<file path="src/rtl/sio_irqd_pkg.sv">
package sio_irqd_pkg;

   // CTS edge selection, encoded as stored in the control word
   typedef enum logic [1:0] {
      CTS_OFF  = 2'b00,
      CTS_RISE = 2'b01,
      CTS_FALL = 2'b10,
      CTS_BOTH = 2'b11
   } cts_mode_e;

   // Control fields, packed in the same order as word 0 bits 15:9
   typedef struct packed {
      logic      tx_dma;
      logic      rx_dma;
      logic      tx_ie;
      logic      rx_ie;
      logic      err_ie;
      cts_mode_e cts_mode;
   } ctl_t;

   localparam int unsigned CTL_HI = 15;
   localparam int unsigned CTL_LO = 9;
   localparam int unsigned CTL_W  = CTL_HI - CTL_LO + 1;

endpackage

</file>
<file path="src/rtl/sio_ctl_regs.sv">
module sio_ctl_regs
   import sio_irqd_pkg::*;
#(
   parameter int unsigned DATA_W = 32,
   parameter int unsigned ADDR_W = 2
) (
   input  logic              clk,
   input  logic              rst_n,
   input  logic [ADDR_W-1:0] bus_addr_i,
   input  logic              bus_wr_i,
   input  logic [DATA_W-1:0] bus_wdata_i,
   input  logic              flag_i,
   output ctl_t              ctl_o,
   output logic              flag_clr_o,
   output logic [DATA_W-1:0] bus_rdata_o
);

   localparam logic [ADDR_W-1:0] ADDR_CTL  = ADDR_W'(0);
   localparam logic [ADDR_W-1:0] ADDR_STAT = ADDR_W'(1);

   if (DATA_W < 16) begin : g_bad_width
      $error("sio_ctl_regs: DATA_W must be at least 16");
   end
   if (ADDR_W < 1) begin : g_bad_addr
      $error("sio_ctl_regs: ADDR_W must be at least 1");
   end

   ctl_t ctl_q;

   always_ff @(posedge clk or negedge rst_n) begin
      if (!rst_n) begin
         ctl_q <= '0;
      end else if (bus_wr_i && (bus_addr_i == ADDR_CTL)) begin
         ctl_q <= ctl_t'(bus_wdata_i[CTL_HI:CTL_LO]);
      end
   end

   assign ctl_o      = ctl_q;
   assign flag_clr_o = bus_wr_i && (bus_addr_i == ADDR_STAT) && bus_wdata_i[0];

   always_comb begin
      bus_rdata_o = '0;
      if (bus_addr_i == ADDR_CTL) begin
         bus_rdata_o[CTL_HI:CTL_LO] = ctl_q;
      end else if (bus_addr_i == ADDR_STAT) begin
         bus_rdata_o[0] = flag_i;
      end
   end

   logic unused_wdata;
   assign unused_wdata = ^{bus_wdata_i[DATA_W-1:CTL_HI+1], bus_wdata_i[CTL_LO-1:1]};


   reserved_zero_chk: assert property (@(posedge clk) disable iff (!rst_n)
      (bus_addr_i == ADDR_CTL) |-> (bus_rdata_o[CTL_LO-1:0] == '0));

endmodule

</file>
<file path="src/rtl/sio_cts_detect.sv">
module sio_cts_detect
   import sio_irqd_pkg::*;
#(
   parameter int unsigned SYNC_STAGES = 2
) (
   input  logic      clk,
   input  logic      rst_n,
   input  logic      cts_i,
   input  cts_mode_e mode_i,
   input  logic      clr_i,
   output logic      hit_o,
   output logic      flag_o
);

   localparam int unsigned MSB = SYNC_STAGES - 1;

   if (SYNC_STAGES < 2) begin : g_bad_sync
      $error("sio_cts_detect: SYNC_STAGES must be at least 2");
   end

   logic [MSB:0] sync_q;
   logic         prev_q;
   logic         flag_q;
   logic         rise, fall;

   // Synchronizer chain: stage 0 samples the pin
   for (genvar s = 0; s < SYNC_STAGES; s++) begin : g_sync
      if (s == 0) begin : g_first
         always_ff @(posedge clk or negedge rst_n) begin
            if (!rst_n) sync_q[0] <= 1'b0;
            else        sync_q[0] <= cts_i;
         end
      end else begin : g_next
         always_ff @(posedge clk or negedge rst_n) begin
            if (!rst_n) sync_q[s] <= 1'b0;
            else        sync_q[s] <= sync_q[s-1];
         end
      end
   end

   always_ff @(posedge clk or negedge rst_n) begin
      if (!rst_n) prev_q <= 1'b0;
      else        prev_q <= sync_q[MSB];
   end

   assign rise = sync_q[MSB] & ~prev_q;
   assign fall = ~sync_q[MSB] & prev_q;

   always_comb begin
      unique case (mode_i)
         CTS_RISE: hit_o = rise;
         CTS_FALL: hit_o = fall;
         CTS_BOTH: hit_o = rise | fall;
         default:  hit_o = 1'b0;
      endcase
   end

   // A new edge wins over a clearing write in the same cycle
   always_ff @(posedge clk or negedge rst_n) begin
      if (!rst_n) flag_q <= 1'b0;
      else        flag_q <= hit_o | (flag_q & ~clr_i);
   end

   assign flag_o = flag_q;


   flag_sticky_chk: assert property (@(posedge clk) disable iff (!rst_n)
      (flag_o && !clr_i) |=> flag_o);


   edge_wins_chk: assert property (@(posedge clk) disable iff (!rst_n)
      hit_o |=> flag_o);


   mode_off_chk: assert property (@(posedge clk) disable iff (!rst_n)
      (mode_i == CTS_OFF && !flag_o) |=> !flag_o);

endmodule

</file>
<file path="src/rtl/sio_req_route.sv">
module sio_req_route
   import sio_irqd_pkg::*;
#(
   parameter int unsigned ERR_W = 3
) (
   input  ctl_t             ctl_i,
   input  logic             tx_space_i,
   input  logic             rx_full_i,
   input  logic             rx_tout_i,
   input  logic [ERR_W-1:0] rx_err_i,
   input  logic             flag_i,
   output logic             tx_dreq_o,
   output logic             rx_dreq_o,
   output logic [3:0]       src_o,
   output logic             irq_o
);

   if (ERR_W < 1) begin : g_bad_err
      $error("sio_req_route: ERR_W must be at least 1");
   end

   assign tx_dreq_o = ctl_i.tx_dma & tx_space_i;
   assign rx_dreq_o = ctl_i.rx_dma & rx_full_i;

   assign src_o[0] = ctl_i.tx_ie  & ~ctl_i.tx_dma & tx_space_i;
   assign src_o[1] = ctl_i.rx_ie  & ~ctl_i.rx_dma & (rx_full_i | rx_tout_i);
   assign src_o[2] = ctl_i.err_ie & (|rx_err_i);
   assign src_o[3] = flag_i;

   assign irq_o = |src_o;

endmodule

</file>
<file path="src/rtl/sio_irq_dma_ctl.sv">
module sio_irq_dma_ctl
   import sio_irqd_pkg::*;
#(
   parameter int unsigned DATA_W      = 32,
   parameter int unsigned ADDR_W      = 2,
   parameter int unsigned ERR_W       = 3,
   parameter int unsigned SYNC_STAGES = 2
) (
   input  logic              clk,
   input  logic              rst_n,
   input  logic [ADDR_W-1:0] bus_addr_i,
   input  logic              bus_wr_i,
   input  logic [DATA_W-1:0] bus_wdata_i,
   output logic [DATA_W-1:0] bus_rdata_o,
   input  logic              tx_space_i,
   input  logic              rx_full_i,
   input  logic              rx_tout_i,
   input  logic [ERR_W-1:0]  rx_err_i,
   input  logic              cts_i,
   output logic              tx_dreq_o,
   output logic              rx_dreq_o,
   output logic              irq_o
);

   ctl_t       ctl;
   logic       flag_clr;
   logic       flag;
   logic       hit;
   logic [3:0] src;

   sio_ctl_regs #(.DATA_W(DATA_W), .ADDR_W(ADDR_W)) u_regs (
      .clk         (clk),
      .rst_n       (rst_n),
      .bus_addr_i  (bus_addr_i),
      .bus_wr_i    (bus_wr_i),
      .bus_wdata_i (bus_wdata_i),
      .flag_i      (flag),
      .ctl_o       (ctl),
      .flag_clr_o  (flag_clr),
      .bus_rdata_o (bus_rdata_o)
   );

   sio_cts_detect #(.SYNC_STAGES(SYNC_STAGES)) u_cts (
      .clk    (clk),
      .rst_n  (rst_n),
      .cts_i  (cts_i),
      .mode_i (ctl.cts_mode),
      .clr_i  (flag_clr),
      .hit_o  (hit),
      .flag_o (flag)
   );

   sio_req_route #(.ERR_W(ERR_W)) u_route (
      .ctl_i      (ctl),
      .tx_space_i (tx_space_i),
      .rx_full_i  (rx_full_i),
      .rx_tout_i  (rx_tout_i),
      .rx_err_i   (rx_err_i),
      .flag_i     (flag),
      .tx_dreq_o  (tx_dreq_o),
      .rx_dreq_o  (rx_dreq_o),
      .src_o      (src),
      .irq_o      (irq_o)
   );


   tx_path_excl_chk: assert property (@(posedge clk) disable iff (!rst_n)
      !(tx_dreq_o && src[0]));


   rx_path_excl_chk: assert property (@(posedge clk) disable iff (!rst_n)
      !(rx_dreq_o && src[1]));


   flag_irq_chk: assert property (@(posedge clk) disable iff (!rst_n)
      flag |-> irq_o);


   clr_no_hit_chk: assert property (@(posedge clk) disable iff (!rst_n)
      (flag_clr && !hit) |=> !flag);

endmodule

</file>
<file path="config.mk">
export PLATFORM = sky130hd
export DESIGN_NAME = sio_irq_dma_ctl
export DESIGN_NICKNAME = d
export VERILOG_FILES = /design/src/rtl/sio_irqd_pkg.sv /design/src/rtl/sio_ctl_regs.sv /design/src/rtl/sio_cts_detect.sv /design/src/rtl/sio_req_route.sv /design/src/rtl/sio_irq_dma_ctl.sv
export SDC_FILE = /design/constraint.sdc
export NUM_CORES = 1
export LEC_CHECK = 0
export ABC_AREA = 1
export ABC_CLOCK_PERIOD_IN_PS = 1200
export BUFFER_PORTS_ARGS = -buffer_cell sky130_fd_sc_hd__buf_2
export CORE_MARGIN = 3
export CORE_UTILIZATION = 35
export CTS_BUF_LIST = sky130_fd_sc_hd__clkbuf_8 sky130_fd_sc_hd__clkbuf_16
export CTS_CLUSTER_SIZE = 20
export DETAILED_ROUTE_END_ITERATION = 10
export HOLD_SLACK_MARGIN = 0.05
export PLACE_DENSITY = 0.85
export SYNTH_ARGS = -nofsm -noshare
export SYNTH_HDL_FRONTEND = slang
export SYNTH_SLANG_ARGS = --single-unit
</file>
<file path="constraint.sdc">
create_clock -name clk -period 1.2 [get_ports clk]
set_input_delay 0.24 -clock clk [delete_from_list [all_inputs] [get_ports clk]]
set_output_delay 0.24 -clock clk [all_outputs]
set_load 0.05 [all_outputs]
</file>
==> results.md, run 1 <==
- WS Path Type: flop to output pin
- Core area: 2040 sq um
- First-pass GRT wire length: 2.23 mm
- # diodes: 0
- Height of the chip: about 53 um
- Die ar.: 2830 sq um
- FF-to-FF setup slack: 0.08 ns
- Yosys reg bits: 11
- Mapped cell area: 779 sq um
- Drc violations: 0
- Max clock buf depth: 2
- Period minus WS final: approximately 1.3 ns
- Clk root buf: clkbuf_8
- Post-synthesis compound-gate area fraction: 0.00642
- I/O pin count: 79
- Synth cell count leaders: buf_4 (25), nand2_1 (25), inv_1 (16)
- Ys flop type: dfrtp_1
- Final net count: 193
- Setup TNS: -0.189 ns
- Warnings, synthesis: 0
- Final Max Tran Viols: 0
- Largest net degree at the start of global routing: 12
- Routed WL: between 1.5 and 2 mm
- CTS tree: yes
- Yosys top cell area share: 0.353
- Syn_area_per_cell: 7.29 sq um
- Vias per cell: 4.06
- H-Tree Depth: 1
- Largest family of logic cells by synthesized area: buffers and inverters
- Overall global routing resource usage: 0.108
- Worst setup path start: u_regs.ctl_o[4]
- Crit-path cells: nand2_1 > nor2_1 > nor2_1 > nand3_1 > buf_6
- Status: finished, violations left
- Worst Path Max Fanout: 2
- DP Cell Count: 163
- Synth Area in XOR/XNOR: 0
- Final GP Congestion: around 0.76
- Final Hold Fails: 0
- CP required: about 0.96 ns
- Worst setup margin: -0.122 ns
- Port bufs: 30
- Worst stage delay on the critical path: 0.38 ns
- Ratio of cells with drive above 1 in the final layout: 0.356
- Leading area contributor after synthesis: dfrtp_1
- Startpoint class of the critical path: flop
- Final-report setup violation count: 2
- Starting Density: 0.382
- Row cnt: 16
- Initial DRC Count: 7
- HPWL after DPL: 1.20 mm
- MaxCap Viol Count: 0
- CP most frequent cell: nor2_1
- Mux contribution to synthesized area: 0
- Clock slew at reported path FFs: around 0.050 ns
- Grt total ovfl: 0
- Crit path to: irq_o
- Period utilisation layout: 1.10
- Die X: 53.2 um
- Pwr Density: between 1000 and 1500 nW/um^2
- Worst Skew: 0.00237 ns
- RSZ-0062 raised after global routing: yes
- Util after Layout: 0.510
- Area Growth Syn to Fin: 33.5%
- Crit-path leading delay family: flip-flops
- Asr flop ratio synth: 1.00
- Final Non-Filler Cells: 173
- VDD IR max: 904 uV
- CTS Sinks: 11
- Average wire per standard cell: between 9 and 10 um
- Worst r2r src: u_cts.sync_q[1]
- Top post-synthesis cells by area: dfrtp_1 (35%), buf_4 (24%), nand2_1 (12%)
- Number of routed nets with antenna violations: 0
- Stages on worst setup path: 5
- Tot Pwr: 1.40 mW
- Worst-Skew Late Latency: 0.23 ns
- Hold Path Class: input port to flop
- Reg-to-reg endpoint: u_cts.flag_o
- EDFF count, synth: 0
- Kind of end point of the critical path: output pin
- Synth Area in Simple Gates: 0.281
- Max stage delay cell, worst path: dfrtp_1
- Vias: about 700
- Initial antenna violation count: 0
- Fmax: 756 MHz
- Fillers: around 190
- R2r worst-path depth: 5
- Post-Synthesis Cells: about 110
- Buf/Inv on CP: 1
- Adder-cell area share of the yosys netlist: 0.0321
- Leak: approximately 0.63 nW
- Worst EP arrival: 1.08 ns
- Vias in the first global route: slightly below 600
- Sequential area share after synthesis: 0.353
- Failing checks: setup timing
- Initial DRT Pass Iterations: 4
- CTS Buf Count: 3
- Library cells used by synthesis: 13
[stage by stage]
stage | hold slack (ns) | setup slack [ns] | instance area, sq um
2_1_floorplan | -0.0556 | -0.221 | 868
3_3_place_gp | 0.115 | 0.0552 | 872
3_5_place_dp | 0.116 | 0.0502 | 872
4_1_cts | 0.110 | -0.135 | 973
5_1_grt | 0.112 | -0.157 | 1040
6_report | 0.112 | -0.122 | 1040
[layout make-up]
cell class                 instances  area, sq um  area share
inverter                          17         63.8      0.0613
timing repair buffer              37          267       0.256
sequential                        11          275       0.264
tap                               27         33.8      0.0325
clock inverter                     1         3.75     0.00361
clock buffer                       3         41.3      0.0397
multi-input combinational         77          357       0.343
[kinds of logic (layout without fill, tap and decap cells)]
kind of cell             count (synthesis)  in the layout
other                                    1             24
AND/OR/NAND/NOR                         50             50
AO/OA/AOI/OAI                            1              1
adder cells (fa/ha/maj)                  2              2
buffers and inverters                   42             58
flip-flops                              11             11
[registers in the layout (all words and copies together), names as in the netlist]
register,cells
u_cts.prev_q,1
u_cts.sync_q,2
u_cts.flag_o,1
u_regs.ctl_o,7
[cell usage in the layout (no fill, tap or decap)]
cell type,count
or2_2,1
buf_4,7
buf_6,9
nor2_2,7
clkbuf_4,1
dfrtp_1,11
ha_1,2
inv_1,15
dlygate4sd3_1,1
inv_2,3
nor2_1,4
buf_2,19
nand2_1,25
nand3_1,11
conb_1,24
nand2_4,1
o21ai_0,1
nor2_4,1
clkbuf_8,3
[how the worst min path moves through the flow]
stage	start	to	slack, ns	cells past startpoint
floorplan	rst_n	u_cts.flag_o	-0.06	0
global placement	rst_n	u_regs.ctl_o[1]	0.12	1
detailed placement	rst_n	u_cts.sync_q[0]	0.12	1
CTS	cts_i	u_cts.sync_q[0]	0.11	1
global route	cts_i	u_cts.sync_q[0]	0.11	1
finish	cts_i	u_cts.sync_q[0]	0.11	1
[per-layer routing]
layer | up-vias | wire length [um] | share of wire | global-route usage
met5 | - | 0 | 0 | 0
met4 | 0 | 10 | 0.0062 | 0.0383
met3 | 2 | 141 | 0.088 | 0.0197
met2 | 39 | 869 | 0.54 | 0.231
met1 | 313 | 582 | 0.36 | 0.0939
li1 | 348 | - | - | -
[power breakdown]
part	total (mW)	internal [mW]	switching (mW)
sequential	0.461	0.423	0.0377
clock	0.355	0.224	0.131
combinational	0.582	0.167	0.415
[what timing repair did]
item | in CTS | in global routing
resized for setup | 14 | 14
hold endpoints to repair | 11 | 0
pin swaps | 1 | 5
setup endpoints to repair | 10 | 11
hold buffers | 1 | 0
buffers inserted | 1 | 4
(Power assumes the default switching activity.)
==> inputs of run 2 (changes only) <==
- CELL_PAD_IN_SITES_DETAIL_PLACEMENT: not set -> 2
- CELL_PAD_IN_SITES_GLOBAL_PLACEMENT: not set -> 2
- CORE_UTILIZATION: 35 -> 16
- PLACE_DENSITY: 0.85 -> 0.84
- SYNTH_HIERARCHICAL: not set -> 1
==> run 2 against run 1 <==
- the flow still finishes with violations (setup timing)
- critical path depth stayed put
- sequential cell count stayed put
- clock power hardly changed
- area after synthesis is 2.2% higher
- synthesized cell count is 4.7% higher
- core utilization is 26 points lower
- non-clock buffer count is 6 higher
- worst hold slack worse by 0.0028 ns
==> results.md, run 2 <==
- Status: finished, violations left (unchanged)
- Failing checks: setup timing (unchanged)
- CTS tree: yes (unchanged)
- Routed WL: 2.26 mm (was 1.60 mm)
- FF-to-FF setup slack: 0.19 ns (was 0.08 ns)
- Commonest non-fill, non-tap cell in the layout: nand2_1 (unchanged)
- Worst-Skew Late Latency: 0.24 ns (was 0.23 ns)
- Vias in the first global route: 763 (was 580)
- Core area: 4750 sq um (was 2040 sq um)
- Initial DRT Pass Iterations: 2 (was 4)
- Clk root buf: clkbuf_8 (unchanged)
- Hold Crit Depth: 1 (unchanged)
- RSZ-0062 raised after global routing: yes (unchanged)
- Warnings, synthesis: 6 (was 0)
- Post-DP Area: 942 sq um (was 872 sq um)
- Worst hold start: cts_i (unchanged)
- Tot Pwr: 1.49 mW (was 1.40 mW)
- Port bufs: 30 (unchanged)
- Ratio of cells with drive above 1 in the final layout: 0.389 (was 0.356)
- Worst Path Max Fanout: 2 (unchanged)
- Worst EP arrival: 1.14 ns (was 1.08 ns)
- Final Max Tran Viols: 0 (unchanged)
- First-pass GRT wire length: 3.46 mm (was 2.23 mm)
- Pwr Density: 1260 nW/um^2 (was 1340 nW/um^2)
- Reg-to-reg endpoint: u_cts/flag_o (was u_cts.flag_o)
- WS Path Type: flop to output pin (unchanged)
- Final GP Congestion: 0.705 (was 0.764)
- Initial antenna violation count: 0 (unchanged)
- CTS Buf Count: 3 (unchanged)
- Vias: 743 (was 702)
- Clock slew at reported path FFs: 0.05 ns (about the same)
- Number of routed nets with antenna violations: 0 (unchanged)
- Area Growth Syn to Fin: 48.7% (was 33.5%)
- Die X: 76.6 um (was 53.2 um)
- Die ar.: 5860 sq um (was 2830 sq um)
- Largest net degree at the start of global routing: 12 (unchanged)
- HPWL after DPL: 1.79 mm (was 1.20 mm)
- Worst Hold Path EP: u_cts/sync_q[0] (was u_cts.sync_q[0])
- Worst setup margin: -0.181 ns (was -0.122 ns)
- Most frequent cells in the layout: nand2_1 (25), conb_1 (24), inv_1 (19), buf_2 (19), buf_6 (12) (was nand2_1 (25), conb_1 (24), buf_2 (19), inv_1 (15))
- MaxCap Viol Count: 0 (unchanged)
- Worst r2r src: u_cts/sync_q[1] (was u_cts.sync_q[1])
- Starting Density: 0.168 (was 0.382)
- Average wire per standard cell: 10.1 um (was 9.27 um)
- Mapped cell area: 797 sq um (was 779 sq um)
- Fin area: 1180 sq um (was 1040 sq um)
- Row cnt: 25 (was 16)
- Initial DRC Count: 24 (was 7)
- Syn_area_per_cell: 7.12 sq um (was 7.29 sq um)
- Hold Path Class: input port to flop (unchanged)
- Kind of end point of the critical path: output pin (unchanged)
- H-Tree Depth: 1 (unchanged)
- Drc violations: 0 (unchanged)
- Grt total ovfl: 0 (unchanged)
- Fmax: 724 MHz (was 756 MHz)
- CTS Sinks: 11 (unchanged)
- CP required: 0.96 ns (about the same)
- Vias per cell: 3.32 (was 4.06)
- # diodes: 0 (unchanged)
- Max reg flops: 7 (unchanged)
- Worst Skew: 0.000617 ns (was 0.00237 ns)
- I/O pin count: 79 (unchanged)
- Startpoint class of the critical path: flop (unchanged)
- R2r worst-path depth: 5 (unchanged)
- VDD IR max: 283 uV (was 904 uV)
- Max clock buf depth: 2 (unchanged)
- Post-Synthesis Cells: 112 (was 107)
- Overall global routing resource usage: 0.0728 (was 0.108)
- Leak: 0.686 nW (was 0.631 nW)
- Period utilisation layout: 1.15 (was 1.10)
- Period minus WS final: 1.38 ns (was 1.32 ns)
- Final-report setup violation count: 6 (was 2)
- Final net count: 204 (was 193)
- Hold_ws: 0.109 ns (was 0.112 ns)
- Final Hold Fails: 0 (unchanged)
- Height of the chip: 76.6 um (was 53.2 um)
## run 2: worst max-delay path by stage
stage	end	cells after the start	from
after detailed placement	bus_rdata_o[10]	5	bus_addr_i[0]
final	irq_o	5	u_regs/ctl_o[4]
after CTS	irq_o	5	u_regs/ctl_o[4]
after floorplan	bus_rdata_o[10]	3	bus_addr_i[0]
after global routing	irq_o	5	u_regs/ctl_o[4]
after global placement	bus_rdata_o[10]	5	bus_addr_i[0]
## run 2: timing repair
action,CTS,global route
buffers inserted,5,6
resized for setup,22,14
setup endpoints to repair,11,11
hold endpoints to repair,11,0
pin swaps,4,2
hold buffers,1,0
## run 2: per-layer routing
metal | vias to the layer above | routed length, um | GRT usage | share of wire
li1 | 366 | - | - | -
met1 | 341 | 817 | 0.0747 | 0.36
met2 | 32 | 1230 | 0.134 | 0.54
met3 | 4 | 180 | 0.0201 | 0.080
met4 | 0 | 34 | 0.0380 | 0.015
met5 | - | 0 | 0 | 0
## run 2: report_power, final
group          internal [mW]  leakage, nW  switching (mW)  total, mW
clock                  0.224       0.0269           0.132      0.356
sequential             0.423        0.132          0.0408      0.464
combinational          0.222        0.527           0.449      0.671
## run 2: area by class of cell
| class | instances | area, sq um |
|---|---|---|
| fillers | 588 | 3570 |
| multi-input cells | 78 | 372 |
| repair buffers | 43 | 330 |
| flip-flops and latches | 11 | 275 |
| well taps | 67 | 83.8 |
| inverters | 21 | 78.8 |
| clock buffers | 3 | 41.3 |
| clock inverters | 1 | 3.75 |
## run 2: critical path, stage by stage, from the launching register on
cell and delay [ns]:
dfrtp_1 0.38, nand2_1 0.08, nor2_2 0.03, nor2_1 0.12, nand3_1 0.12, buf_6 0.17
## run 2: metrics by stage
| step | instances | util | TNS, ns | setup slack (ns) |
|---|---|---|---|---|
| after floorplan | 135 | - | -1.54 | -0.221 |
| after global placement | 208 | 0.198 | 0 | 0.0262 |
| after detailed placement | 208 | 0.198 | 0 | 0.0205 |
| after CTS | 218 | 0.232 | -0.294 | -0.186 |
| after global routing | 224 | 0.249 | -0.862 | -0.269 |
| final | 224 | 0.249 | -0.456 | -0.181 |
